`config.mk`:
```
export PLATFORM = sky130hd
export DESIGN_NAME = dds_cmd_if
export DESIGN_NICKNAME = d
export VERILOG_FILES = /design/src/rtl/dds_cmd_pkg.sv /design/src/rtl/dds_serial_rx.sv /design/src/rtl/dds_cmd_regs.sv /design/src/rtl/dds_sel_mux.sv /design/src/rtl/dds_cmd_if.sv
export SDC_FILE = /design/constraint.sdc
export NUM_CORES = 1
export LEC_CHECK = 0
export BUFFER_PORTS_ARGS = -buffer_cell sky130_fd_sc_hd__buf_2
export CAP_MARGIN = 30
export CELL_PAD_IN_SITES_DETAIL_PLACEMENT = 1
export CELL_PAD_IN_SITES_GLOBAL_PLACEMENT = 1
export CORE_AREA = 2 2 141 143
export DETAILED_ROUTE_END_ITERATION = 8
export DIE_AREA = 0 0 143 145
export PLACE_DENSITY_LB_ADDON = 0.1
export SYNTH_ARGS = -nofsm -noshare
export SYNTH_HDL_FRONTEND = slang
export SYNTH_SLANG_ARGS = --single-unit
```
`constraint.sdc`:
```
create_clock -name clk -period 4 [get_ports clk]
set_clock_uncertainty 0.05 [all_clocks]
set_input_delay 0.6 -clock clk [delete_from_list [all_inputs] [get_ports clk]]
set_output_delay 0.6 -clock clk [all_outputs]
set_load 0.01 [all_outputs]
```
`src/rtl/dds_cmd_pkg.sv`:
```
package dds_cmd_pkg;
  localparam int WORD_W  = 16;
  localparam int BYTE_W  = 8;
  localparam int ADDR_W  = 4;
  localparam int CMD_W   = 4;

  typedef enum logic [2:0] {
    K_FREQ,
    K_PHASE,
    K_SEL,
    K_SYNC,
    K_POWER,
    K_NONE
  } cmd_kind_e;

  typedef struct packed {
    logic [CMD_W-1:0]  cmd;
    logic [ADDR_W-1:0] addr;
    logic [BYTE_W-1:0] data;
  } cmd_word_t;

  function automatic cmd_kind_e classify(input cmd_word_t w);
    cmd_kind_e k;
    if (w.cmd[3:2] == 2'b11)                     k = K_POWER;
    else if (w.cmd[3:2] == 2'b10)                k = K_SYNC;
    else if (w.cmd[3:1] == 3'b011)               k = K_SEL;
    else if (w.cmd[3:1] == 3'b001 && !w.addr[3]) k = K_FREQ;
    else if (w.cmd[3:1] == 3'b000 && w.addr[3])  k = K_PHASE;
    else                                         k = K_NONE;
    return k;
  endfunction
endpackage

```
`src/rtl/dds_serial_rx.sv`:
```
module dds_serial_rx #(
  parameter int WORD_W      = 16,
  parameter int SYNC_STAGES = 2
) (
  input  logic              clk,
  input  logic              rst,
  input  logic              sclk,
  input  logic              cs_n,
  input  logic              mosi,
  output logic              word_stb,
  output logic [WORD_W-1:0] word_q
);
  localparam int CNT_W = $clog2(WORD_W + 2);
  localparam logic [CNT_W-1:0] CNT_FULL = CNT_W'(WORD_W);
  localparam logic [CNT_W-1:0] CNT_OVER = CNT_W'(WORD_W + 1);

  logic [SYNC_STAGES-1:0] sclk_s, cs_s, mosi_s;
  logic sclk_d, cs_d;
  logic [WORD_W-1:0] shreg;
  logic [CNT_W-1:0]  cnt;

  wire sclk_c = sclk_s[SYNC_STAGES-1];
  wire cs_c   = cs_s[SYNC_STAGES-1];
  wire mosi_c = mosi_s[SYNC_STAGES-1];
  wire fall   = sclk_d & ~sclk_c;
  wire cs_up  = ~cs_d & cs_c;

  always_ff @(posedge clk) begin
    if (rst) begin
      sclk_s <= '1;
      cs_s   <= '1;
      mosi_s <= '0;
      sclk_d <= 1'b1;
      cs_d   <= 1'b1;
    end else begin
      sclk_s <= {sclk_s[SYNC_STAGES-2:0], sclk};
      cs_s   <= {cs_s[SYNC_STAGES-2:0], cs_n};
      mosi_s <= {mosi_s[SYNC_STAGES-2:0], mosi};
      sclk_d <= sclk_c;
      cs_d   <= cs_c;
    end
  end

  always_ff @(posedge clk) begin
    if (rst) begin
      shreg    <= '0;
      cnt      <= '0;
      word_stb <= 1'b0;
      word_q   <= '0;
    end else begin
      word_stb <= cs_up && (cnt == CNT_FULL);
      if (cs_up) word_q <= shreg;
      if (cs_c) begin
        cnt <= '0;
      end else if (fall) begin
        shreg <= {shreg[WORD_W-2:0], mosi_c};
        if (cnt != CNT_OVER) cnt <= cnt + 1'b1;
      end
    end
  end
endmodule

```
`src/rtl/dds_cmd_regs.sv`:
```
module dds_cmd_regs
  import dds_cmd_pkg::*;
#(
  parameter int FREQ_W  = 32,
  parameter int PHASE_W = 12,
  parameter int N_FREQ  = 2,
  parameter int N_PHASE = 4
) (
  input  logic                      clk,
  input  logic                      rst,
  input  logic                      word_stb,
  input  logic [WORD_W-1:0]         word_q,
  output logic [N_FREQ*FREQ_W-1:0]  freq_flat,
  output logic [N_PHASE*PHASE_W-1:0] phase_flat,
  output logic                      fsel_q,
  output logic [1:0]                psel_q,
  output logic                      sync_q,
  output logic                      selsrc_q,
  output logic                      sleep_q,
  output logic                      core_reset_q,
  output logic                      clear_q
);
  localparam int HALF_W  = 2 * BYTE_W;
  localparam int N_HALF  = N_FREQ * (FREQ_W / HALF_W);
  localparam int HIDX_W  = $clog2(N_HALF);
  localparam int PIDX_W  = $clog2(N_PHASE);
  localparam int NIB_W   = PHASE_W - BYTE_W;

  logic [HALF_W-1:0]  half_mem  [N_HALF];
  logic [PHASE_W-1:0] phase_mem [N_PHASE];

  logic [BYTE_W-1:0] stg_byte;
  logic [ADDR_W-1:0] stg_addr;
  logic              stg_vld;

  cmd_word_t w;
  cmd_kind_e kind;
  logic      is_stage, match;
  logic [BYTE_W-1:0] hi_byte;
  logic [HIDX_W-1:0] hidx;
  logic [PIDX_W-1:0] pidx;

  always_comb begin
    w        = cmd_word_t'(word_q);
    kind     = classify(w);
    is_stage = w.cmd[0];
    match    = stg_vld && (stg_addr == {w.addr[ADDR_W-1:1], 1'b1});
    hi_byte  = match ? stg_byte : '0;
    hidx     = HIDX_W'(w.addr[2:1]);
    pidx     = PIDX_W'(w.addr[2:1]);
  end

  // staging register
  always_ff @(posedge clk) begin
    if (rst) begin
      stg_byte <= '0;
      stg_addr <= '0;
      stg_vld  <= 1'b0;
    end else if (word_stb && (kind == K_FREQ || kind == K_PHASE)) begin
      if (is_stage) begin
        stg_byte <= w.data;
        stg_addr <= w.addr;
        stg_vld  <= 1'b1;
      end else begin
        stg_vld  <= 1'b0;
      end
    end
  end

  // tuning storage, one write port each
  always_ff @(posedge clk) begin
    if (rst) begin
      for (int i = 0; i < N_HALF; i++) half_mem[i] <= '0;
    end else if (word_stb && kind == K_FREQ && !is_stage) begin
      half_mem[hidx] <= {hi_byte, w.data};
    end
  end

  always_ff @(posedge clk) begin
    if (rst) begin
      for (int i = 0; i < N_PHASE; i++) phase_mem[i] <= '0;
    end else if (word_stb && kind == K_PHASE && !is_stage) begin
      phase_mem[pidx] <= {hi_byte[NIB_W-1:0], w.data};
    end
  end

  // control bits
  always_ff @(posedge clk) begin
    if (rst) begin
      fsel_q       <= 1'b0;
      psel_q       <= 2'b00;
      sync_q       <= 1'b0;
      selsrc_q     <= 1'b0;
      sleep_q      <= 1'b1;
      core_reset_q <= 1'b1;
      clear_q      <= 1'b1;
    end else if (word_stb) begin
      case (kind)
        K_SEL: begin
          fsel_q <= word_q[11];
          psel_q <= word_q[10:9];
        end
        K_SYNC: begin
          sync_q   <= word_q[13];
          selsrc_q <= word_q[12];
        end
        K_POWER: begin
          sleep_q      <= word_q[13];
          core_reset_q <= word_q[12];
          clear_q      <= word_q[11];
        end
        default: ;
      endcase
    end
  end

  genvar gi;
  generate
    for (gi = 0; gi < N_HALF; gi++) begin : g_half
      assign freq_flat[gi*HALF_W +: HALF_W] = half_mem[gi];
    end
    for (gi = 0; gi < N_PHASE; gi++) begin : g_phase
      assign phase_flat[gi*PHASE_W +: PHASE_W] = phase_mem[gi];
    end
  endgenerate
endmodule

```
`src/rtl/dds_sel_mux.sv`:
```
module dds_sel_mux #(
  parameter int PSEL_W = 2
) (
  input  logic              clk,
  input  logic              rst,
  input  logic              selsrc,
  input  logic              reg_fsel,
  input  logic [PSEL_W-1:0] reg_psel,
  input  logic              pin_fsel,
  input  logic [PSEL_W-1:0] pin_psel,
  output logic              act_fsel,
  output logic [PSEL_W-1:0] act_psel
);
  always_ff @(posedge clk) begin
    if (rst) begin
      act_fsel <= 1'b0;
      act_psel <= '0;
    end else if (selsrc) begin
      act_fsel <= reg_fsel;
      act_psel <= reg_psel;
    end else begin
      act_fsel <= pin_fsel;
      act_psel <= pin_psel;
    end
  end
endmodule

```
`src/rtl/dds_cmd_if.sv`:
```
module dds_cmd_if
  import dds_cmd_pkg::*;
#(
  parameter int FREQ_W      = 32,
  parameter int PHASE_W     = 12,
  parameter int N_PHASE     = 4,
  parameter int SYNC_STAGES = 2
) (
  input  logic                       clk,
  input  logic                       rst,
  input  logic                       sclk,
  input  logic                       cs_n,
  input  logic                       mosi,
  input  logic                       pin_fsel,
  input  logic [1:0]                 pin_psel,
  output logic [FREQ_W-1:0]          freq_word0,
  output logic [FREQ_W-1:0]          freq_word1,
  output logic [N_PHASE*PHASE_W-1:0] phase_words,
  output logic                       fsel_q,
  output logic [1:0]                 psel_q,
  output logic                       sync_q,
  output logic                       selsrc_q,
  output logic                       sleep_q,
  output logic                       core_reset_q,
  output logic                       clear_q,
  output logic                       act_fsel,
  output logic [1:0]                 act_psel
);
  localparam int N_FREQ = 2;

  logic              word_stb;
  logic [WORD_W-1:0] word_q;
  logic [N_FREQ*FREQ_W-1:0] freq_flat;

  dds_serial_rx #(.WORD_W(WORD_W), .SYNC_STAGES(SYNC_STAGES)) u_rx (
    .clk(clk), .rst(rst), .sclk(sclk), .cs_n(cs_n), .mosi(mosi),
    .word_stb(word_stb), .word_q(word_q)
  );

  dds_cmd_regs #(.FREQ_W(FREQ_W), .PHASE_W(PHASE_W), .N_FREQ(N_FREQ),
                 .N_PHASE(N_PHASE)) u_regs (
    .clk(clk), .rst(rst), .word_stb(word_stb), .word_q(word_q),
    .freq_flat(freq_flat), .phase_flat(phase_words),
    .fsel_q(fsel_q), .psel_q(psel_q), .sync_q(sync_q), .selsrc_q(selsrc_q),
    .sleep_q(sleep_q), .core_reset_q(core_reset_q), .clear_q(clear_q)
  );

  dds_sel_mux #(.PSEL_W(2)) u_mux (
    .clk(clk), .rst(rst), .selsrc(selsrc_q),
    .reg_fsel(fsel_q), .reg_psel(psel_q),
    .pin_fsel(pin_fsel), .pin_psel(pin_psel),
    .act_fsel(act_fsel), .act_psel(act_psel)
  );

  assign freq_word0 = freq_flat[FREQ_W-1:0];
  assign freq_word1 = freq_flat[2*FREQ_W-1:FREQ_W];
endmodule

```
==> results of run 1 <==
==> area by class of cell <==
cell class | instances | area share, %
sequential | 182 | 54.6
multi-input combinational | 383 | 25.4
timing repair buffer | 148 | 9.27
clock buffer | 18 | 4.92
tap | 265 | 3.80
clock inverter | 14 | 1.85
inverter | 3 | 0.129
==> path summary, 6_finish.rpt <==
| kind | slack [ns] | to | cells past startpoint |
|---|---|---|---|
| worst min-delay path | 0.30 | u_rx.cs_s[0]$_SDFF_PP1_ | 2 |
| worst max-delay path | 1.38 | u_regs.phase_mem[1][7]$_SDFFCE_PN0P_ | 5 |
| worst min register to register | 0.37 | u_rx.sclk_s[1]$_SDFF_PP1_ | 1 |
| worst max register to register | 1.38 | u_regs.phase_mem[1][7]$_SDFFCE_PN0P_ | 5 |
==> state kept, by name (all words and copies together) (netlist names), 4 cells and up <==
name and flops:
u_regs.stg_addr 4, u_rx.cnt 5, u_rx.word_q 16, u_rx.shreg 16, u_regs.half_mem 64, u_regs.phase_mem 48
u_regs.stg_byte 8
==> stage by stage <==
stage	worst slack, ns	instances	power (mW)
5_1_grt	1.14	1013	4.03
3_5_place_dp	1.23	978	2.25
3_3_place_gp	1.37	977	2.24
4_1_cts	1.22	1010	3.94
2_1_floorplan	1.73	608	2.17
6_report	1.38	1013	3.90
==> worst max-delay path: cells and delay by family, from the launching register on <==
kind	cells	cell delay (ns)
DFF	1	0.71
buffers and inverters	2	0.47
and+or+nand+nor	2	0.51
AOI/OAI and AO/OA	1	0.57
==> where the power goes <==
part / internal (mW) / leakage, nW / switching, mW
clock network: 0.939 / 0.292 / 0.759
registers: 2.03 / 1.68 / 0.0189
logic: 0.0534 / 1.06 / 0.0967
total: 3.03 / 3.03 / 0.875
==> cells by family (layout without fill, tap and decap cells) <==
kind of cell	count (synthesis)	count (layout)	synth area share [%]
AO/OA/AOI/OAI	53	53	4.41
flip-flops	182	182	66.1
AND/OR/NAND/NOR	301	301	22.1
adder cells (fa/ha/maj)	3	3	0.521
multiplexers	23	23	3.19
XOR/XNOR	3	3	0.625
buffers and inverters	43	183	3.14
==> Yosys cell counts (all sizes together), types with 2 or more instances <==
cell / number
nand2b: 30
clkbuf: 16
or2: 6
dfxtp: 70
edfxtp: 112
buf: 24
nor3: 24
xnor2: 2
nand3b: 4
or3: 2
nor3b: 2
nor4: 25
ha: 3
nand4b: 2
mux2i: 23
o21bai: 8
inv: 3
o21ai: 5
nand3: 23
a21oi: 37
nor2b: 7
nor4b: 2
nor2: 74
nand2: 92
and3: 2
==> layer usage <==
| layer | routed length [um] | track usage, % | share of wire (%) |
|---|---|---|---|
| met5 | 0 | 0 | 0 |
| met4 | 304 | 6.44 | 1.6 |
| met3 | 914 | 3.33 | 4.8 |
| met2 | 9580 | 32.3 | 50 |
| met1 | 8390 | 25.0 | 44 |
==> reports/qor.txt, run 1 <==
Crit path max-delay cell type = dfxtp_1
TritonCTS clock tree = built
Initial core utilization = 37.5%
FP Rows = 51
Sequential area share after synthesis = 66.1%
Via/cell ratio = 4.99
Rel. slew slack = 35.6%
CP required = 4.09 ns
FILL cells = 2090
Final HPWL DP = 13.4 mm
Synth Instances = 608
Hold Worst Slack = 0.301 ns
Setup_tns = 0 ns
Largest net degree at the start of global routing = 45
Commonest non-fill, non-tap cell in the layout = buf_2
First-pass DRT Iterations = 4
Max Clk Rate = 0.382 GHz
Post-synth EDFFs = 112
Synth Area per Inst = 11.9 um2
First-pass GRT wire length = 30.3 mm
Clock Latency Late Sink = 0.43 ns
Multi-input gate area = 2220 um2
CTS resizes = 0
Top-area cell type share of the netlist area = 46.6%
RSZ-0062 raised after global routing = false
Vias = 5057
PortBufs = 130
Dpl cell area = 8100 um2
Max-cap check violation count = 0
Ys async rst share = 0%
Clock-pin slew on the worst setup and hold paths = 0.07 ns
H-tree depth = 4
Final Hold Viols = 0
RePlAce Congestion = 0.734
Synthesis-stage register bit count = 182
Layout area overhead = 21.0%
WP data arrival = 2.71 ns
CP max stage delay = 0.71 ns
I/O pin cnt = 131
Post-route ant nets = 0
N_diodes = 0
Pin slew with the least headroom to its limit = 0.962 ns
Top_reg_cell synth = edfxtp_1
Clock root buffer = clkbuf_16
Pleak = 3.03 nW
Layout Nets = 746
Crit. End Element = flip-flop
GR Util All Layers = 19.2%
Wirelength per Cell = 18.9 um
Area leader, netlist = edfxtp_1
Die width = 143 um
CP dominant cell by count = buf_4
Main area contributors after synthesis = edfxtp_1 (47%), dfxtp_1 (19%), nand2_1 (4.7%)
Crit path cell chain = nor2b_1 -> buf_4 -> nand3_1 -> o21bai_1 -> buf_4
Total gr overflow = 0
Critical path startpoint category = flip-flop
Share of layout cells above drive strength 1 = 29.1%
Design area = 8730 um2
Vias in the first global route = 5134
Crit Path Max Fanout = 10
Commonest non-fill, non-tap cells in the layout = buf_2 (130), edfxtp_1 (112), nand2_1 (91)
Final Slew Violations = 0
Post-layout util = 45.4%
Core area = 19200 um2
Die Ht = 145 um
Hold_buf cts = 0
Hold_sp = cs_n
CTS Buf Count = 17
Yosys warning total = 0
Fin crit share = 65.5%
WS Path Type = reg -> reg
Synth unique cells = 45
Synthesized net count = 619
CTS Buffer Depth = 2
Sequential Area = 4760 um2
Initial antenna violation count = 0
Netlist Area Pre-Place = 7210 um2
HP Class = in -> reg
WL final = 19.2 mm
Power Dens Cells = 447 nW/um2
Number of setup buffers added after CTS = 0
Status = finished clean
Reg-to-Reg Start = u_rx.word_q[9]$_SDFFE_PP0P_
Starting DRC count in detailed routing = 249
Worst Setup SP = u_rx.word_q[9]$_SDFFE_PP0P_
Die area = 20700 um2
DRC = 0
Clock sinks = 182
Setup violators final = 0
Min Tclk post-route = 2.62 ns
VDD IR max = 0.294 mV
Power figures use the tool's default switching activity.
==> run 2: changes to the inputs <==
ABC_AREA = 1   (was unset)
CORE_AREA = 2 2 136 138   (was 2 2 141 143)
DIE_AREA = 0 0 138 140   (was 0 0 143 145)
clock period = 2.2 ns   (was 4 ns; I/O delays follow)
==> run 2 against run 1 <==
  * First-iteration DRC count is 31% higher
  * Die area is 6.8% lower
  * Worst setup slack worse by 1.1 ns
  * Sequential power is 84% higher
  * Hold slack worse by 0.27 ns
  * Synthesized cell count is 0.49% lower
  * Critical path depth is 3 higher
  * Power is 84% higher
  * Register-to-register slack worse by 1.1 ns
  * Final area is 5.9% lower
  * Global-route usage is 0.95 points lower
  * Clock-buffer cell count is 1 lower
  * Critical endpoint is now u_regs.half_mem[0][14]$_SDFFCE_PN0P_
  * Highest routed layer unchanged
==> reports/qor.txt, run 2 <==
Vias = 4787 (-5.3%)
Hold_buf cts = 0 (unchanged)
Flop pwr share = 52.6% (about the same)
Final Hold Viols = 0 (unchanged)
Final HPWL DP = 12.2 mm (-8.9%)
Synth Instances = 605 (-0.49%)
Largest register FFs = 64 (unchanged)
Top flop regs = u_regs.half_mem x64, u_regs.phase_mem x48
Most common cell in the netlist = nor2_1
Share of layout cells above drive strength 1 = 25.7% (-3.5 points)
Area leader, netlist = edfxtp_1
Power Dens Cells = 875 nW/um2 (+96%)
Commonest non-fill, non-tap cells in the layout = nor2_1 (137), buf_2 (130), edfxtp_1 (112)
Clock sinks = 182 (unchanged)
Die Ht = 140 um (-3.4%)
Crit. End Element = flip-flop
GR Util All Layers = 18.3% (-0.95 points)
Largest reg by FF count = u_regs.half_mem
Number of setup buffers added after CTS = 0 (unchanged)
Yosys warning total = 0 (unchanged)
Final Slew Violations = 0 (unchanged)
Die area = 19300 um2 (-6.8%)
Max-cap check violation count = 0 (unchanged)
Synthesized net count = 616 (-0.48%)
WP data arrival = 1.97 ns (-0.74 ns)
Core area = 17800 um2 (-7.4%)
CP max stage delay = 0.31 ns (-0.40 ns)
Synthesis-stage register bit count = 182 (unchanged)
Largest net degree at the start of global routing = 29 (-36%)
Commonest non-fill, non-tap cell in the layout = nor2_1
Rel. slew slack = 60.9% (+25 points)
Max Clk Rate = 0.526 GHz (+38%)
Starting DRC count in detailed routing = 326 (+31%)
Top-area cell type share of the netlist area = 50.5% (+3.9 points)
Comb power frac = 4.7% (+0.9 points)
Fin crit share = 86.4% (+21 points)
Pin slew with the least headroom to its limit = 0.586 ns (-0.376 ns)
FILL cells = 1992 (-4.7%)
Vias in the first global route = 4771 (-7.1%)
Synth Area per Inst = 11.0 um2 (-7.2%)
I/O pin cnt = 131 (unchanged)
Die width = 138 um (-3.5%)
Hold_sp = sclk
CP required = 2.27 ns (-1.82 ns)
DRC = 0 (unchanged)
Post-route ant nets = 0 (unchanged)
Sequential area share after synthesis = 71.5% (+5.5 points)
Crit path max-delay cell type = dfxtp_1
FP Rows = 49 (-3.9%)
Clock root buffer = clkbuf_16
Clock Latency Late Sink = 0.43 ns (about the same)
Crit path cell chain = inv_1 -> nand3_1 -> nor2_2 -> nand4_2 -> inv_2 -> nand3_4 -> nand2_1 -> buf_4
Ys async rst share = 0% (unchanged)
WS Path Type = reg -> reg
Clock-pin slew on the worst setup and hold paths = 0.07 ns (about the same)
Min Tclk post-route = 1.90 ns (-0.719 ns)
N_diodes = 0 (unchanged)
Pleak = 3.08 nW (+1.5%)
Total Power = 7.19 mW (+84%)
RePlAce Congestion = 0.810 (+10%)
VDD IR max = 0.535 mV (+82%)
Crit Path Max Fanout = 17 (+7)
CTS resizes = 0 (unchanged)
Clock network power share = 42.7% (-0.8 points)
Sequential Area = 4760 um2 (unchanged)
Most frequent cells after synthesis = nor2_1 (137), edfxtp_1 (112), dfxtp_1 (70), nand2_1 (64), a21oi_1 (44)
Main area contributors after synthesis = edfxtp_1 (50%), dfxtp_1 (21%), nor2_1 (7.7%)
Total gr overflow = 0 (unchanged)
RSZ-0062 raised after global routing = false
First-pass DRT Iterations = 4 (unchanged)
WL final = 17.3 mm (-9.7%)
Initial antenna violation count = 0 (unchanged)
Post-synth EDFFs = 112 (unchanged)
Worst Setup SP = u_rx.word_q[14]$_SDFFE_PP0P_
Setup_tns = 0 ns (unchanged)
Psw = 1.64 mW (+88%)
Via/cell ratio = 4.84 (-3.0%)
Multi-input gate area = 1580 um2 (-29%)
Setup violators final = 0 (unchanged)
Internal = 5.54 mW (+83%)
PortBufs = 130 (unchanged)
H-tree depth = 4 (unchanged)
First-pass GRT wire length = 27.2 mm (-10%)
Status = finished clean
TritonCTS clock tree = built
Netlist Area Pre-Place = 6660 um2 (-7.6%)
Wirelength per Cell = 17.5 um (-7.6%)
Critical path startpoint category = flip-flop
Top_reg_cell synth = edfxtp_1
CTS Buf Count = 17 (unchanged)
Layout Nets = 758 (+1.6%)
Synth unique cells = 27 (-40%)
HP Class = in -> reg
Switching Share = 22.9% (+0.45 points)
Layout area overhead = 23.2%
Reg-to-Reg Start = u_rx.word_q[14]$_SDFFE_PP0P_
Initial core utilization = 37.5% (-0.081 points)
CTS Buffer Depth = 2 (unchanged)
run 2: changes by cell type after synthesis, moves of 27 or more:
cell / change
nand2_1: -27
o21ai_0: +27
inv_1: +37
nor2_1: +65
nand2b_1: -30
run 2: power groups by stage:
stage,Clock (mW),Combinational [mW],Sequential (mW)
3_3_place_gp,0,0.342,3.85
4_1_cts,3.12,0.345,3.78
2_1_floorplan,0,0.104,3.91
3_5_place_dp,0,0.344,3.86
6_report,3.07,0.337,3.78
5_1_grt,3.27,0.367,3.79
run 2: metal layers:
layer  vias to the layer above  global-route usage, %  wire length [um]
li1                       2310                      -                 -
met1                      2325                   24.0              7710
met2                       135                   30.2              8550
met3                        17                   4.44               850
met4                         0                   5.64               202
met5                         -                      0                 0
run 2: critical path: cells and delay by family (launching register included):
kind,cells,cell delay (ns)
buffers and inverters,3,0.52
and+or+nand+nor,5,0.72
DFF,1,0.31
run 2: cells by family (layout without fill, tap and decap cells):
logic type / count (synthesis) / after routing / share of synthesized area [%]
AO/OA/AOI/OAI: 79 / 79 / 6.05
XOR/XNOR: 1 / 1 / 0.132
adder cells (fa/ha/maj): 3 / 3 / 0.564
buffers and inverters: 77 / 232 / 4.70
flip-flops: 182 / 182 / 71.5
AND/OR/NAND/NOR: 263 / 263 / 17.0
run 2: cell type report:
cell class,instances,area share (%)
clock buffer,17,5.18
clock inverter,15,2.04
inverter,52,2.38
multi-input combinational,346,19.3
sequential,182,58.0
tap,229,3.49
timing repair buffer,148,9.57
run 2: metrics by stage:
step	cell area, um2	util (%)	setup slack [ns]	std cells	hold WS, ns
after CTS	8210	46.2	0.284	989	0.0200
after detailed placement	7620	42.8	0.303	957	0.356
final	8210	46.2	0.300	989	0.0296
after global placement	7620	42.8	0.313	957	0.344
after floorplan	6660	-	0.282	605	0.338
after global routing	8210	46.2	0.127	989	0.0187
run 2: final timing paths:
kind,endpoint,depth (start not counted),slack [ns]
worst max-delay path,u_regs.half_mem[0][14]$_SDFFCE_PN0P_,8,0.30
worst min register to register,u_rx.sclk_s[1]$_SDFF_PP1_,1,0.37
worst min-delay path,u_rx.sclk_s[0]$_SDFF_PP1_,2,0.03
worst max register to register,u_regs.half_mem[0][14]$_SDFFCE_PN0P_,8,0.30
==> run 3: changes to the inputs <==
--- a/config.mk
+++ b/config.mk
@@ -6,12 +6,11 @@
 export NUM_CORES = 1
 export LEC_CHECK = 0
-export ABC_AREA = 1
 export BUFFER_PORTS_ARGS = -buffer_cell sky130_fd_sc_hd__buf_2
 export CAP_MARGIN = 30
 export CELL_PAD_IN_SITES_DETAIL_PLACEMENT = 1
 export CELL_PAD_IN_SITES_GLOBAL_PLACEMENT = 1
-export CORE_AREA = 2 2 136 138
+export CORE_AREA = 2 2 141 143
 export DETAILED_ROUTE_END_ITERATION = 8
-export DIE_AREA = 0 0 138 140
+export DIE_AREA = 0 0 143 145
 export PLACE_DENSITY_LB_ADDON = 0.1
 export SYNTH_ARGS = -nofsm -noshare
--- a/constraint.sdc
+++ b/constraint.sdc
@@ -3,3 +3,3 @@
 set_input_delay 0.33 -clock clk [delete_from_list [all_inputs] [get_ports clk]]
 set_output_delay 0.33 -clock clk [all_outputs]
-set_load 0.01 [all_outputs]
+set_load 0.02 [all_outputs]
==> run 3 against run 2 <==
  * Worst setup slack improved by 0.020 ns
  * Maximum frequency grew 1.1%
  * Power fell by 1.4%
  * Sequential power decreased by 1%
  * Core utilization decreased by 0.18 points
  * Register-to-register slack improved by 0.02 ns
  * Hold slack better by 0.0098 ns
  * Combinational power up 2%
  * Via count is 5.7% higher
  * Wire length rose by 5.7%
==> reports/qor.txt, run 3 (synthesized netlist as in run 1, its figures left out) <==
Final Slew Violations = 0 (unchanged)
FILL cells = 2096 (+5.2%)
Pleak = 3.11 nW (+0.85%)
CTS Buffer Depth = 2 (unchanged)
First-pass GRT wire length = 29.1 mm (+6.7%)
TritonCTS clock tree = built
Clock Latency Late Sink = 0.42 ns (about the same)
HP Class = in -> reg
Max Clk Rate = 0.532 GHz (+1.1%)
Vias in the first global route = 5118 (+7.3%)
Commonest non-fill, non-tap cell in the layout = buf_2
Wirelength per Cell = 17.8 um (+1.6%)
Crit. End Element = flip-flop
Critical path startpoint category = flip-flop
Die width = 143 um (+3.6%)
Max-cap check violation count = 0 (unchanged)
Final HPWL DP = 13.1 mm (+7.4%)
Final Hold Viols = 0 (unchanged)
Initial core utilization = 37.5% (+0.081 points)
Crit Path Max Fanout = 21 (+4)
RSZ-0062 raised after global routing = false
Crit path cell chain = nor2_4 -> nand2_1 -> nor4_1
Via/cell ratio = 4.92 (+1.6%)
Largest net degree at the start of global routing = 47 (+62%)
First-pass DRT Iterations = 4 (unchanged)
Clock-pin slew on the worst setup and hold paths = 0.07 ns (about the same)
Status = finished clean
Commonest non-fill, non-tap cells in the layout = buf_2 (130), edfxtp_1 (112), nand2_1 (91)
Critical path's top delay family = simple AND/OR/NAND/NOR gates
Number of setup buffers added after CTS = 0 (unchanged)
Clock sinks = 182 (unchanged)
Min Tclk post-route = 1.88 ns (-0.0204 ns)
Pin slew with the least headroom to its limit = 0.973 ns (+0.387 ns)
Setup_tns = 0 ns (unchanged)
Vias = 5060 (+5.7%)
CTS resizes = 0 (unchanged)
Setup violators final = 0 (unchanged)
GR Util All Layers = 18.1% (-0.18 points)
Post-route ant nets = 0 (unchanged)
Clock root buffer = clkbuf_16
Post-layout util = 46.0% (-0.18 points)
Die area = 20700 um2 (+7.3%)
H-tree depth = 4 (unchanged)
Total gr overflow = 0 (unchanged)
Initial antenna violation count = 0 (unchanged)
WL final = 18.3 mm (+5.7%)
DRC = 0 (unchanged)
Core area = 19200 um2 (+8.0%)
CP max stage delay = 0.47 ns (+0.16 ns)
Fin crit share = 85.4% (-0.93 points)
RePlAce Congestion = 0.739 (-8.7%)
Crit path max-delay cell type = dfxtp_1
Layout Nets = 762 (+0.53%)
Starting DRC count in detailed routing = 271 (-17%)
Rel. slew slack = 35.1% (-26 points)
WS Path Type = reg -> reg
Top flop regs = u_regs.half_mem x64, u_regs.phase_mem x48
Layout area overhead = 22.5%
CP required = 2.36 ns (+0.09 ns)
WP data arrival = 2.04 ns (+0.07 ns)
FP Rows = 51 (+4.1%)
Power Dens Cells = 802 nW/um2 (-8.4%)
Buf+Inv Stages, Crit Path = 0 (-3)
I/O pin cnt = 131 (unchanged)
Die Ht = 145 um (+3.6%)
PortBufs = 130 (unchanged)
Share of layout cells above drive strength 1 = 31.0% (+5.4 points)
Largest register FFs = 64 (unchanged)
N_diodes = 0 (unchanged)
Hold_buf cts = 0 (unchanged)
CTS Buf Count = 17 (unchanged)
VDD IR max = 0.566 mV (+5.8%)
Largest reg by FF count = u_regs.half_mem
run 3: cell count changes in the layout (fill, tap and decap cells not counted), sizes merged, moves of 25 or more:
| cell | previous run | this run |
|---|---|---|
| inv | 50 | 8 |
| nand2 | 64 | 92 |
| nand2b | 0 | 30 |
| nor2 | 140 | 74 |
| nor4 | 0 | 25 |
| o21ai | 32 | 5 |
run 3: worst paths after layout:
kind / start / end / slack, ns / depth (start not counted)
worst max-delay path: u_rx.word_q[12]$_SDFFE_PP0P_ / u_regs.half_mem[0][10]$_SDFFCE_PN0P_ / 0.32 / 3
worst min-delay path: sclk / u_rx.sclk_s[0]$_SDFF_PP1_ / 0.04 / 2
worst min register to register: u_rx.sclk_s[0]$_SDFF_PP1_ / u_rx.sclk_s[1]$_SDFF_PP1_ / 0.37 / 1
worst max register to register: u_rx.word_q[12]$_SDFFE_PP0P_ / u_regs.half_mem[0][10]$_SDFFCE_PN0P_ / 0.32 / 3
run 3: metrics by stage:
| stage | instance area [um2] | instances | setup WS (ns) | power [mW] | hold WS (ns) |
|---|---|---|---|---|---|
| 3_5_place_dp | 8260 | 997 | 0.274 | 4.16 | 0.352 |
| 2_1_floorplan | 7220 | 608 | 0.0202 | 4.01 | 0.339 |
| 3_3_place_gp | 8260 | 997 | 0.299 | 4.16 | 0.361 |
| 5_1_grt | 8830 | 1029 | 0.168 | 7.31 | 0.0303 |
| 4_1_cts | 8830 | 1029 | 0.272 | 7.16 | 0.0259 |
| 6_report | 8830 | 1029 | 0.320 | 7.09 | 0.0395 |
run 3: final cells by class:
class / instances / area, um2 / area share, %
Sequential cell: 182 / 4760 / 53.9
Multi-Input combinational cell: 383 / 2230 / 25.3
Timing Repair Buffer: 164 / 918 / 10.4
Clock buffer: 18 / 429 / 4.86
Tap cell: 265 / 332 / 3.75
Clock inverter: 14 / 146 / 1.66
Inverter: 3 / 11.3 / 0.127
run 3: power breakdown:
part,total (mW),internal [mW],switching [mW]
registers,3.74,3.70,0.0351
clock network,3.01,1.68,1.32
logic,0.344,0.105,0.240
run 3: layer usage:
| layer | GRT usage [%] | wire length, um |
|---|---|---|
| met4 | 5.20 | 263 |
| met2 | 30.9 | 9140 |
| met3 | 3.00 | 648 |
| met5 | 0 | 0 |
| met1 | 23.6 | 8260 |
